==> config.mk <==
export PLATFORM = sky130hd
export DESIGN_NAME = freq_profile_stepper
export DESIGN_NICKNAME = d
export VERILOG_FILES = /design/src/rtl/fps_pkg.sv /design/src/rtl/fps_pin_sync.sv /design/src/rtl/fps_sel_source.sv /design/src/rtl/fps_sel_qualify.sv /design/src/rtl/fps_ramp.sv /design/src/rtl/freq_profile_stepper.sv
export SDC_FILE = /design/constraint.sdc
export NUM_CORES = 1
export LEC_CHECK = 0
export BUFFER_PORTS_ARGS = -buffer_cell sky130_fd_sc_hd__buf_2
export CAP_MARGIN = 0
export CELL_PAD_IN_SITES_DETAIL_PLACEMENT = 1
export CELL_PAD_IN_SITES_GLOBAL_PLACEMENT = 2
export CORE_UTILIZATION = 25
export DETAILED_ROUTE_END_ITERATION = 10
export HOLD_SLACK_MARGIN = 0.15
export PLACE_DENSITY_LB_ADDON = 0.15
export SETUP_SLACK_MARGIN = 0.5
export SYNTH_ARGS = -nofsm -noshare
export SYNTH_HDL_FRONTEND = slang
export SYNTH_SLANG_ARGS = --single-unit
==> constraint.sdc <==
create_clock -name clk -period 9.8 [get_ports clk]
set_input_delay 2.45 -clock clk [delete_from_list [all_inputs] [get_ports clk]]
set_output_delay 2.45 -clock clk [all_outputs]
set_load 0.01 [all_outputs]
==> src/rtl/fps_pkg.sv <==
package fps_pkg;

    localparam int NUM_PROF = 4;
    localparam int SEL_W    = $clog2(NUM_PROF);
    localparam logic [1:0] FN_SINGLE_PIN = 2'b11;

    typedef logic [SEL_W-1:0] sel_t;

    typedef enum logic [1:0] {
        SRC_OFF    = 2'd0,
        SRC_OE_SCL = 2'd1,
        SRC_PINS   = 2'd2,
        SRC_REG    = 2'd3
    } sel_src_e;

    function automatic sel_src_e pick_src(input logic en,
                                          input logic [1:0] fn,
                                          input logic por_scl);
        if (!en)                      return SRC_OFF;
        else if (fn == FN_SINGLE_PIN) return SRC_OE_SCL;
        else if (!por_scl)            return SRC_PINS;
        else                          return SRC_REG;
    endfunction

endpackage

==> src/rtl/fps_pin_sync.sv <==
module fps_pin_sync #(
    parameter int W = 3
) (
    input  logic         clk,
    input  logic         rst,
    input  logic [W-1:0] d_i,
    output logic [W-1:0] q_o
);
    logic [W-1:0] meta_q, sync_q;

    always_ff @(posedge clk) begin
        if (rst) begin
            meta_q <= '0;
            sync_q <= '0;
        end else begin
            meta_q <= d_i;
            sync_q <= meta_q;
        end
    end

    assign q_o = sync_q;
endmodule

==> src/rtl/fps_sel_source.sv <==
module fps_sel_source
    import fps_pkg::*;
(
    input  logic       en_i,
    input  logic [1:0] fn_i,
    input  logic       por_scl_i,
    input  logic       oe_s_i,
    input  logic       scl_s_i,
    input  logic       sda_s_i,
    input  sel_t       reg_sel_i,
    output sel_src_e   src_o,
    output sel_t       raw_sel_o
);
    always_comb begin
        src_o = pick_src(en_i, fn_i, por_scl_i);
        unique case (src_o)
            SRC_OE_SCL: raw_sel_o = {scl_s_i, oe_s_i};
            SRC_PINS:   raw_sel_o = {scl_s_i, sda_s_i};
            SRC_REG:    raw_sel_o = reg_sel_i;
            default:    raw_sel_o = '0;
        endcase
    end
endmodule

==> src/rtl/fps_sel_qualify.sv <==
module fps_sel_qualify
    import fps_pkg::*;
(
    input  logic clk,
    input  logic rst,
    input  logic active_i,
    input  logic tick_i,
    input  sel_t raw_sel_i,
    output sel_t sel_o
);
    sel_t smp_q, sel_q;
    logic smp_vld_q;

    always_ff @(posedge clk) begin
        if (rst) begin
            smp_q     <= '0;
            smp_vld_q <= 1'b0;
            sel_q     <= '0;
        end else if (!active_i) begin
            smp_vld_q <= 1'b0;
        end else if (tick_i) begin
            smp_q     <= raw_sel_i;
            smp_vld_q <= 1'b1;
            if (smp_vld_q && (raw_sel_i == smp_q))
                sel_q <= raw_sel_i;
        end
    end

    assign sel_o = sel_q;
endmodule

==> src/rtl/fps_ramp.sv <==
module fps_ramp
    import fps_pkg::*;
#(
    parameter int DIV_W = 16
) (
    input  logic                        clk,
    input  logic                        rst,
    input  logic [NUM_PROF*DIV_W-1:0]   words_i,
    input  sel_t                        sel_i,
    input  logic                        tick_i,
    output logic [DIV_W-1:0]            div_o,
    output logic                        busy_o
);
    logic [DIV_W-1:0] cur_q, tgt;

    assign tgt = words_i[sel_i*DIV_W +: DIV_W];

    always_ff @(posedge clk) begin
        if (rst)
            cur_q <= words_i[DIV_W-1:0];
        else if (tick_i && (cur_q != tgt))
            cur_q <= (cur_q < tgt) ? cur_q + DIV_W'(1) : cur_q - DIV_W'(1);
    end

    assign div_o  = cur_q;
    assign busy_o = (cur_q != tgt);
endmodule

==> src/rtl/freq_profile_stepper.sv <==
module freq_profile_stepper
    import fps_pkg::*;
#(
    parameter int DIV_W = 16
) (
    input  logic                      clk,
    input  logic                      rst,
    input  logic [NUM_PROF*DIV_W-1:0] prof_words_i,
    input  logic                      ctl_en_i,
    input  logic [1:0]                pin_fn_i,
    input  logic [1:0]                reg_sel_i,
    input  logic                      oe_pin_i,
    input  logic                      scl_pin_i,
    input  logic                      sda_pin_i,
    input  logic                      step_tick_i,
    output logic [DIV_W-1:0]          div_o,
    output logic                      busy_o,
    output logic                      ovr_en_o
);
    logic     por_scl_q;
    logic [2:0] pins_s;
    sel_src_e src;
    sel_t     raw_sel, sel_q;
    logic     busy;

    always_ff @(posedge clk) begin
        if (rst) por_scl_q <= scl_pin_i;
    end

    fps_pin_sync #(.W(3)) u_sync (
        .clk (clk),
        .rst (rst),
        .d_i ({scl_pin_i, sda_pin_i, oe_pin_i}),
        .q_o (pins_s)
    );

    fps_sel_source u_src (
        .en_i      (ctl_en_i),
        .fn_i      (pin_fn_i),
        .por_scl_i (por_scl_q),
        .oe_s_i    (pins_s[0]),
        .scl_s_i   (pins_s[2]),
        .sda_s_i   (pins_s[1]),
        .reg_sel_i (reg_sel_i),
        .src_o     (src),
        .raw_sel_o (raw_sel)
    );

    fps_sel_qualify u_qual (
        .clk       (clk),
        .rst       (rst),
        .active_i  (src != SRC_OFF),
        .tick_i    (step_tick_i),
        .raw_sel_i (raw_sel),
        .sel_o     (sel_q)
    );

    fps_ramp #(.DIV_W(DIV_W)) u_ramp (
        .clk     (clk),
        .rst     (rst),
        .words_i (prof_words_i),
        .sel_i   (sel_q),
        .tick_i  (step_tick_i),
        .div_o   (div_o),
        .busy_o  (busy)
    );

    assign busy_o   = busy;
    assign ovr_en_o = busy;
endmodule

==> out/results.txt <==
number of synthesis warnings: 0
first-pass GRT wire length: 13.0 mm
Post-synth EDFFs: 17
status: finished, final reports clean
Setup TNS Final: 0 ps
vias in the first global route: 2485
Seq/Total Area, Yosys: 28.3%
Worst Path Required: 7350 ps
Detail Placement HPWL: 6.50 mm
Syn Area/Cell: 9.66 um2
post-synth top area share: 19.8%
CTS sink cnt: 28
Final period util: 68.2%
Post-synth top cells: nand2_1, ha_1, inv_1, a21oi_1
layout cells sized above 1: 33.7%
maximum fanout along the worst path: 3
minimum clock period: 6680 ps
Synth Register Bits: 28
GRT overflow: 0
via count: 2369
crit start category: primary input
most frequent cell after synthesis: nand2_1
worst vdd ir: 0.0989 mV
remaining antenna violation count after routing: 0
pwr/cell area: 314 nW/um2
# DRC: 0
ys async rst share: 0%
type of the worst min-delay path: reg2reg
GRT Util Overall: 15.4%
CTS tree: built
Root Driver: clkbuf_8
DR pass1 iterations: 4
Max Cap Violations: 0
Arr. time, crit path: 4230 ps
Leakage: 1.52 nW
num ports: 93
max_slew headroom: 47.8%
CTS clk-pin slew, worst paths: 110 ps
measured slew at the worst slew-check pin: 782 ps
Cells after Synth: 267
full die area: 10700 um2
Hold Violations, Final: 0
cell accounting for the most synthesized area: edfxtp_1
Yosys cell types: 47
Clock Latency Late Sink: 290 ps
Via density: 4.87
cts bufs inserted: 3
CP Capture Type: primary output
Initial Util: 26.1%
Setup-failing EPs final: 0
Area contributors post-synth: edfxtp_1, ha_1, mux4_2, dfxtp_1, nand2_1
Core Footprint: 9860 um2
drt total wl: 8.00 mm
Top FF cell, synth: edfxtp_1
CTS resizes: 0
Die Wd: 104 um
fillcell total: 1185
initial DRC count: 84
fin. max-slew vios: 0
RSZ-0062 raised after global routing: no
P&R area growth vs syn: 25.4%
I/O Buffers: 92
clk buf depth: 2
initial antenna violation count: 0
Core Rows: 36
clk_skew: 5.96 ps
Chip Height: 104 um
Syn Nets: 374
layout net count: 461
Post-CTS Hold Fix Bufs: 0
Fin Hold WS: 450 ps
fmax: 150 MHz
DR WL/cell: 16.5 um
Mapped Area: 2580 um2
H-tree levels: 1
largest net degree at the start of global routing: 42
ant diodes: 0
Final GP Congestion: 0.753
critical path class: in2out
Post-CTS Setup Bufs: 0
[layout by cell type, fill, tap and decap left out, drive strengths merged, types with 11 or more instances in the layout]
master,n
a21oi,20
buf,94
dfxtp,11
edfxtp,17
ha,31
inv,22
mux4,16
nand2,33
o21ai,19
[state kept, by name, indices dropped and copies added (netlist names)]
| signal | count |
|---|---|
| u_ramp.div_o | 16 |
| u_sync.meta_q | 3 |
| u_qual.sel_o | 2 |
| u_qual.smp_vld_q | 1 |
| por_scl_q | 1 |
| u_sync.q_o | 3 |
| u_qual.smp_q | 2 |
[power by group]
part	internal [mW]	leakage (nW)	total (mW)	switching [mW]
Combinational	0.309	1.22	0.707	0.398
Clock	0.0446	0.0339	0.0883	0.0437
Sequential	0.180	0.265	0.219	0.0388
Total	0.534	1.52	1.01	0.481
[cell families after synthesis]
group | share of synthesized area (%)
AND/OR/NAND/NOR | 13.8
AO/OA/AOI/OAI | 16.2
buffers and inverters | 5.24
adder cells (fa/ha/maj) | 15.8
flip-flops | 28.3
multiplexers | 15.6
XOR/XNOR | 5.05
[through the flow]
stage | total power [mW] | utilization, % | setup WS (ps) | std cells | cell area [um2]
finish | 1.01 | 32.8 | 3120 | 486 | 3230
CTS | 1.03 | 32.8 | 3070 | 486 | 3230
floorplan | 0.733 | - | 3570 | 267 | 2580
detailed placement | 0.935 | 32.1 | 3080 | 482 | 3170
global route | 1.12 | 32.8 | 2950 | 486 | 3230
global placement | 0.931 | 32.1 | 3070 | 482 | 3170
[per-layer routing]
layer | global-route usage [%] | share of wire (%)
met5 | 0 | 0
met4 | 2.48 | 0.81
met3 | 2.89 | 4.3
met2 | 28.2 | 51
met1 | 18.8 | 44
[critical path, cell delays in order]
cell and delay (ps):
buf_2 110, mux4_2 460, inv_1 80, ha_1 170, nand4_1 180, nor3_1 380
nand2_1 200, buf_2 190
[cell type report]
| class | instances | area [um2] | area share, % |
|---|---|---|---|
| clock buffer | 4 | 66.3 | 2.05 |
| inverter | 22 | 82.6 | 2.55 |
| multi-input combinational | 205 | 1710 | 53.0 |
| sequential | 28 | 731 | 22.6 |
| tap | 133 | 166 | 5.15 |
| timing repair buffer | 94 | 475 | 14.7 |
[final timing paths]
path | from | endpoint | slack (ps) | depth (start not counted)
setup / recovery | prof_words_i[14] | ovr_en_o | 3120 | 8
hold / removal | u_sync.meta_q[2] | u_sync.q_o[2] | 450 | 1
setup reg to reg | u_qual.sel_o[1] | u_ramp.div_o[12] | 4760 | 16
hold reg to reg | u_sync.meta_q[2] | u_sync.q_o[2] | 450 | 1
Note: power is estimated with default switching activity, not from simulation.
